===== src/rtl/snap_pkg.sv =====
package snap_pkg;
  typedef enum logic [1:0] {
    ST_IDLE,
    ST_ATTACH,
    ST_SNAP
  } snap_state_e;
endpackage


===== src/rtl/snap_phase.sv =====
module snap_phase #(
  parameter int PER_W = 16
) (
  input  logic             clk_i,
  input  logic             rst_ni,
  input  logic             load_i,
  input  logic [PER_W-1:0] period_i,
  output logic             on_grid_o,
  output logic             zero_o
);
  localparam logic [PER_W-1:0] ONE = PER_W'(1);

  logic [PER_W-1:0] per_q, ph_q;

  // ph_q is the grid phase of the current cycle; the load cycle has phase 0
  always_ff @(posedge clk_i or negedge rst_ni) begin
    if (!rst_ni) begin
      per_q <= '0;
      ph_q  <= '0;
    end else if (load_i) begin
      per_q <= period_i;
      ph_q  <= (period_i > ONE) ? ONE : '0;
    end else if (per_q != '0) begin
      ph_q  <= (ph_q == per_q - ONE) ? '0 : ph_q + ONE;
    end
  end

  assign on_grid_o = (ph_q == '0);
  assign zero_o    = (per_q == '0);

  AST_PHASE_BOUND: assert property (@(posedge clk_i) disable iff (!rst_ni)
    (per_q != '0) |-> (ph_q < per_q));
  AST_ZERO_ON_GRID: assert property (@(posedge clk_i) disable iff (!rst_ni)
    zero_o |-> on_grid_o);
endmodule


===== src/rtl/snap_ctrl.sv =====
module snap_ctrl
  import snap_pkg::*;
(
  input  logic clk_i,
  input  logic rst_ni,
  input  logic set_i,
  input  logic wait_i,
  input  logic req_i,
  input  logic mem_done_i,
  input  logic on_grid_i,
  input  logic zero_i,
  output logic load_o,
  output logic busy_o,
  output logic done_o,
  output logic overrun_o
);
  snap_state_e state_q;
  logic        missed_q, ovr_q;
  logic        idle, issue;

  assign idle   = (state_q == ST_IDLE);
  assign load_o = idle & set_i;
  assign issue  = idle & (wait_i | req_i);

  always_ff @(posedge clk_i or negedge rst_ni) begin
    if (!rst_ni) begin
      state_q  <= ST_IDLE;
      missed_q <= 1'b0;
      ovr_q    <= 1'b0;
    end else begin
      unique case (state_q)
        ST_IDLE: begin
          if (set_i) begin
            missed_q <= 1'b0;
            ovr_q    <= 1'b0;
          end else begin
            if (on_grid_i) missed_q <= 1'b1;
            // a boundary passed since the last release, or now is one
            if (issue && !zero_i && (missed_q || on_grid_i)) ovr_q <= 1'b1;
          end
          if (wait_i)     state_q <= ST_SNAP;
          else if (req_i) state_q <= mem_done_i ? ST_SNAP : ST_ATTACH;
        end
        ST_ATTACH: if (mem_done_i) state_q <= ST_SNAP;
        ST_SNAP: if (on_grid_i) begin
          state_q  <= ST_IDLE;
          missed_q <= 1'b0;
        end
        default: state_q <= ST_IDLE;
      endcase
    end
  end

  assign busy_o    = !idle;
  assign done_o    = (state_q == ST_SNAP) & on_grid_i;
  assign overrun_o = ovr_q;

  AST_DONE_PULSE: assert property (@(posedge clk_i) disable iff (!rst_ni)
    done_o |=> !done_o);
  AST_BUSY_AFTER_ISSUE: assert property (@(posedge clk_i) disable iff (!rst_ni)
    (!busy_o && wait_i) |=> busy_o);
  AST_OVR_STICKY: assert property (@(posedge clk_i) disable iff (!rst_ni)
    (overrun_o && !load_o) |=> overrun_o);
  AST_LOAD_CLEARS: assert property (@(posedge clk_i) disable iff (!rst_ni)
    load_o |=> !overrun_o);
  AST_ATTACH_HOLD: assert property (@(posedge clk_i) disable iff (!rst_ni)
    (state_q == ST_ATTACH && !mem_done_i) |=> (state_q == ST_ATTACH && !done_o));
endmodule


===== src/rtl/loop_snap_unit.sv =====
module loop_snap_unit #(
  parameter int PER_W = 16
) (
  input  logic             clk_i,
  input  logic             rst_ni,
  input  logic             set_period_i,
  input  logic [PER_W-1:0] period_i,
  input  logic             wait_i,
  input  logic             mem_req_i,
  input  logic             mem_done_i,
  output logic             busy_o,
  output logic             done_o,
  output logic             overrun_o
);
  logic load, on_grid, zero;

  snap_phase #(.PER_W(PER_W)) u_phase (
    .clk_i     (clk_i),
    .rst_ni    (rst_ni),
    .load_i    (load),
    .period_i  (period_i),
    .on_grid_o (on_grid),
    .zero_o    (zero)
  );

  snap_ctrl u_ctrl (
    .clk_i      (clk_i),
    .rst_ni     (rst_ni),
    .set_i      (set_period_i),
    .wait_i     (wait_i),
    .req_i      (mem_req_i),
    .mem_done_i (mem_done_i),
    .on_grid_i  (on_grid),
    .zero_i     (zero),
    .load_o     (load),
    .busy_o     (busy_o),
    .done_o     (done_o),
    .overrun_o  (overrun_o)
  );

  AST_ZERO_NO_OVR: assert property (@(posedge clk_i) disable iff (!rst_ni)
    (zero && !overrun_o && !load) |=> !overrun_o);
endmodule


===== config.mk =====
export PLATFORM = sky130hd
export DESIGN_NAME = loop_snap_unit
export DESIGN_NICKNAME = d
export VERILOG_FILES = /design/src/rtl/snap_pkg.sv /design/src/rtl/snap_phase.sv /design/src/rtl/snap_ctrl.sv /design/src/rtl/loop_snap_unit.sv
export SDC_FILE = /design/constraint.sdc
export NUM_CORES = 1
export LEC_CHECK = 0
export ABC_AREA = 1
export BUFFER_PORTS_ARGS = -buffer_cell sky130_fd_sc_hd__clkbuf_2
export CORE_UTILIZATION = 60
export DETAILED_ROUTE_END_ITERATION = 16
export PLACE_DENSITY_LB_ADDON = 0.25
export SLEW_MARGIN = 20
export SYNTH_ARGS = -nofsm -noshare
export SYNTH_HDL_FRONTEND = slang
export SYNTH_SLANG_ARGS = --single-unit

===== constraint.sdc =====
create_clock -name clk_i -period 2.1 [get_ports clk_i]
set_input_delay 0.525 -clock clk_i [delete_from_list [all_inputs] [get_ports clk_i]]
set_output_delay 0.525 -clock clk_i [all_outputs]
set_load 0.01 [all_outputs]

**Yosys cells after proc, flatten, opt, wreduce, memory -nomap -nowiden**

Index checks and enable logic that the tools add are counted.

- Input bits: 22
- Register bits after elaboration: 36

- Reduce and logical (&&, ||, !) cells: 15
- Magnitude comparators: 1
- Bitwise logic cells: 4
- Add/sub/neg operators: 2
- Equality and inequality tests: 7
- Mux-type cells: 16

Operators by type and width:

| cell | count |
|---|---|
| 16-bit 2-to-1 mux | 3 |
| 16-bit zero test | 2 |
| 16-bit by 1-bit adder with 16-bit output (second input constant) | 1 |
| 16-bit equality test | 1 |
| 16-bit by 1-bit greater-than comparator with 1-bit output (second input constant) | 1 |
| 16-bit nonzero test | 1 |
| 16-bit by 1-bit subtractor with 16-bit output (second input constant) | 1 |
| 2-bit 2-to-1 mux | 5 |
| 1-bit 2-to-1 mux | 6 |
| 2-bit case mux with 3 select lines | 1 |
| 3-bit AND reduction | 2 |
| 2-bit nonzero test | 3 |
| 1-bit bitwise AND | 3 |
| 3-bit by 2-bit != test with 1-bit output (second input constant) | 1 |
| 3-bit != test (second input constant) | 1 |
| 2-bit by 1-bit equality test with 1-bit output (second input constant) | 1 |
| 2-bit equality test (second input constant) | 1 |
| 1-bit logical AND | 2 |
| 1-bit zero test | 2 |
| 2-bit zero test | 1 |
| 2-bit by 1-bit != test with 1-bit output (second input constant) | 1 |
| 2-bit != test (second input constant) | 1 |
| 1-bit case mux with 2 select lines | 1 |
| 2-bit AND reduction | 1 |
| 2 further kinds | 2 |

**Depth between registers and ports, before layout**

- Word-level depth: 6
- Depth in mapped cells: 15

**Hierarchy**

A second synthesis with hierarchy kept.

- Cell total of the unflattened synthesis: 403
- Area, all modules: 2728.9 um2

By module, submodules not included:

| module | sequential area each (um2) | cells an instance | area an instance (um2) | instances |
|---|---|---|---|---|
| snap_phase | 800.8 | 365 | 2472.4 | 1 |
| snap_ctrl | 100.1 | 38 | 256.5 | 1 |

**Worst setup path after synthesis**

No wires, ideal clock.

- Path type: flip-flop to flip-flop
- Start point: reg u_phase.per_q[0]
- End point: reg u_phase.ph_q[13]
- Period minus slack after synthesis: 1.776 ns
- Path slack: 0.324 ns
- Library setup time: 0.117 ns
- Arrival: 1.659 ns
- Data required time: 1.983 ns
- Stages on the path, launching flop included: 15
- Cell sequence: dfrtp_1 -> inv_1 -> ha_1 -> nand2_2 -> nor2_4 -> nand2_2 -> clkinv_1 -> nand2_1 -> nand2_1 -> nand3_1 -> nor2_2 -> nand3_4 -> buf_6 -> nand3_2 -> nand2_1

- Longest elaborated chain between the ends: 5

RTL lines:

| element | line | source |
|---|---|---|
| start, declared | snap_phase.sv:13 | `logic [PER_W-1:0] per_q, ph_q;` |
| start signal, assigned | snap_phase.sv:21 | `per_q <= period_i;` |
| 16-bit by 1-bit subtractor with 16-bit output | snap_phase.sv:24 | `ph_q <= (ph_q == per_q - ONE) ? '0 : ph_q + ONE;` |
| 16-bit equality test | snap_phase.sv:24 |  |
| 16-bit 2-to-1 mux | snap_phase.sv:24 |  |
| 16-bit 2-to-1 mux | snap_phase.sv:23 | `end else if (per_q != '0) begin` |
| 16-bit 2-to-1 mux | snap_phase.sv:20 | `end else if (load_i) begin` |
| end signal, assigned | snap_phase.sv:22 | `ph_q <= (period_i > ONE) ? ONE : '0;` |
| end signal, assigned | snap_phase.sv:24 |  |
| end, declared | snap_phase.sv:13 |  |

Parallel ways exist; a longest one is shown, timed or not. The select of a mux whose other input is x is not followed.
A chain may end at the register's enable or synchronous reset.

**Worst setup path after layout**

- Start point: reg u_phase.ph_q[1]
- End point: out done_o

- Longest elaborated chain between the ends: 2

RTL lines:

| element | line | source |
|---|---|---|
| 16-bit zero test | snap_phase.sv:28 | `assign on_grid_o = (ph_q == '0);` |
| 1-bit bitwise AND | snap_ctrl.sv:55 | `assign done_o = (state_q == ST_SNAP) & on_grid_i;` |
| end, declared | loop_snap_unit.sv:12 | `output logic done_o,` |

Every way passes these cells.

==> impl_metrics.py <==
metrics = {
    "power": {
        "worst_voltage_drop_across_the_vdd_grid_mv": 0.763,
        "static-leakage-power_uw": 0.00159,
        "cellPowerDensity_nw_per_um2": 1120,
        "total_power_uw": 3350,
    },
    "flow_run": {
        "max_cap_viol": 0,
    },
    "synth": {
        "yosys_register_bits": 36,
        "synthAdderAreaFrac": 0.0142,
        "syn-mean-instance-area_um2": 6.78,
        "synth_area_in_compound_gates": 0.0567,
        "seq_area_frac_synth": 0.340,
        "yosys.area.top_type_share": 0.340,
        "yosys_warnings": 0,
        "synthMuxAreaShare": 0,
        "synth_nets": 416,
        "post_synth_xor_area_fraction": 0.0779,
        "synthSimpleGateAreaFrac": 0.400,
        "mapped_area_um2": 2650,
        "cell_count_after_synthesis": 391,
        "synth_area_leaders": "dfrtp_1, nand2_1, inv_1",
        "largest_area_contributor_in_the_synthesized_netlist": "dfrtp_1",
        "ys_types": 35,
        "synth_top_family_by_area": "simple AND/OR/NAND/NOR gates",
    },
    "global_route": {
        "grt_use_total": 0.286,
        "grt_pass1_wl_um": 9760,
        "via_count_of_the_first_global_routing_pass": 2167,
        "overflow": 0,
        "antenna_found_initial": 0,
        "grt_start_max_net_pins": 28,
    },
    "timing": {
        "slew_headroom": 0.678,
        "final-max-slew-violation-count": 0,
        "post-route-min-period_ns": 2.19,
        "clock_skew_ns": 0.00580,
        "fin_tns_setup_ns": -0.0930,
        "period_utilization_post_route": 1.04,
        "timing_worst_slew_pin_value_ns": 0.483,
        "unrepaired_setup_endpoints_after_global_routing": "true",
        "hold_viol": 0,
        "minimum_setup_slack_in_the_final_design_ns": -0.0930,
        "max_clock_freq_ghz": 0.456,
        "setup-violations-final": 1,
    },
    "place": {
        "dpl.hpwl_um": 4470,
        "place_ws_ns": 0.0556,
        "dpl_cell_area_um2": 2860,
        "place.gp.congestion": 0.915,
        "placement.io_buffers": 24,
    },
    "die": {
        "overall_die_area_um2": 4690,
        "rows": 23,
        "fp.dieH_um": 68.5,
        "core-area_um2": 4120,
        "initial_utilization": 0.644,
        "design.portCount": 25,
        "chipWidth_um": 68.5,
    },
    "clocking": {
        "clock_insertion_delay_at_the_later_pin_of_the_skew_report_ns": 0.30,
        "ctsLongestPathBuffers": 2,
        "root_buffer": "clkbuf_8",
        "cts.repair_timing.setup_buffer_count": 0,
        "cts-buffers-inserted": 5,
        "tritoncts": "done",
        "clkSinkCount": 36,
        "cts_htree_levels": 2,
        "cts.clk_slew.worst_paths_ns": 0.07,
    },
    "detailed_routing": {
        "post-route-drc-count": 0,
        "post_drt_wl_per_cell_um": 12.7,
        "drt_iter0_drc": 158,
        "via_count": 2491,
        "drtAntennaViolNets": 0,
        "finalWirelength_um": 5970,
        "drt_pass1_iterations": 4,
        "avgViaCountPerCell": 5.28,
    },
    "critical_path": {
        "timing.setup.critical_path_class": "flop to output port",
        "required_ns": 1.57,
        "start_kind": "flop",
        "worstPathArrival_ns": 1.67,
        "critPathMaxFanout": 5,
        "crit_start": "u_phase.ph_q[1]",
        "regToRegStartpoint": "u_phase.per_q[1]",
        "cell_depth_of_the_worst_flop_to_flop_path": 13,
        "r2r_end": "u_phase.ph_q[2]",
        "setup_slack_on_the_worst_flop_to_flop_path_ns": 0.15,
        "cp-end-kind": "output port",
    },
    "layout": {
        "final_design_area_no_fill_um2": 2990,
        "share_of_layout_cells_above_drive_strength_1": 0.180,
        "finish.net_count": 446,
        "antennaDiodeCount": 0,
        "area_growth_syn_to_layout_pct": 12.8,
    },
    "run_status": {
        "failed_checks": "setup timing",
        "outcome": "complete, but fails checks",
    },
    "min_path": {
        "holdCritPathClass": "primary input to asynchronous set/reset pin",
    },
}
## power by group
group	switching, uW	internal (uW)
registers	258	915
clock network	257	262
logic	1040	618
## worst max path at each step
stage | to | depth (start not counted)
2_1_floorplan | u_phase.ph_q[13] | 14
3_3_place_gp | u_phase.ph_q[2] | 11
3_5_place_dp | u_phase.ph_q[15] | 11
4_1_cts | done_o | 7
5_1_grt | done_o | 7
6_report | done_o | 7
## metal layers
| metal | wire [um] | GRT usage |
|---|---|---|
| met3 | 312 | 0.0500 |
| met1 | 2790 | 0.380 |
| met5 | 0 | 0 |
| met4 | 95 | 0.112 |
| met2 | 2780 | 0.460 |
## cells in the mapped netlist (all sizes together)
cell type  number
nor2           40
clkbuf          5
a41oi           1
nor4            6
buf             8
inv            58
nand3          33
o32ai           1
and2            1
clkinv          1
nand2         132
or2             2
ha              3
o21bai          1
a21oi           3
o21ai          19
xor2           16
dfrtp          36
nand4          10
nor3            7
xnor3           1
xnor2           5
a21boi          1
o31ai           1
## critical path, stage by stage (launching register included)
cell and delay [ns]:
dfrtp_2 0.44, inv_2 0.07, ha_1 0.17, nand4_1 0.13
nor4_2 0.19, nand3_1 0.15, nor2_1 0.10, buf_2 0.13
## cell type report
class / instances / area [um2]
Inverter: 59 / 221
Tap cell: 50 / 62.6
Fill cell: 346 / 1130
Clock inverter: 2 / 10.0
Multi-Input combinational cell: 284 / 1500
Timing Repair Buffer: 35 / 215
Clock buffer: 6 / 82.6
Sequential cell: 36 / 902
## state kept, by name (all words and copies together) (netlist names)
| name | cells |
|---|---|
| u_ctrl.state_q | 2 |
| u_phase.ph_q | 16 |
| u_phase.per_q | 16 |
| u_ctrl.missed_q | 1 |
| u_ctrl.overrun_o | 1 |
## what timing repair did
action,CTS,global route
setup endpoints to repair,1,17
endpoints found under the hold margin,0,0
pin swaps,0,2
gates cloned,0,1
gates resized for setup,1,8
hold buffers,0,0
## per-stage QoR
stage           util  hold WS, ns  std cells
2_1_floorplan      -        0.229        391
3_3_place_gp   0.694        0.463        463
3_5_place_dp   0.694        0.477        463
4_1_cts        0.718        0.191        471
5_1_grt        0.726        0.209        472
6_report       0.726        0.175        472
## cell families (layout without fill, tap and decap cells)
group,Yosys count,after routing
compound gates,27,27
flops,36,36
fa+ha+maj,3,3
xor+xnor,22,22
buf+inv,72,102
simple gates,231,232
## layout by cell type (no fill, tap or decap), types with 6 or more instances in the layout
cell type  instances
nor3_1             7
inv_1             54
clkbuf_2          23
nor2_2             6
nand2_1          128
clkbuf_8           6
dfrtp_1           35
nand3_2           10
nand4_1           10
o21ai_0           17
xor2_1            16
nand3_1           22
buf_4             10
nor2_1            31
No activity file was read; power rests on OpenSTA's default activity.
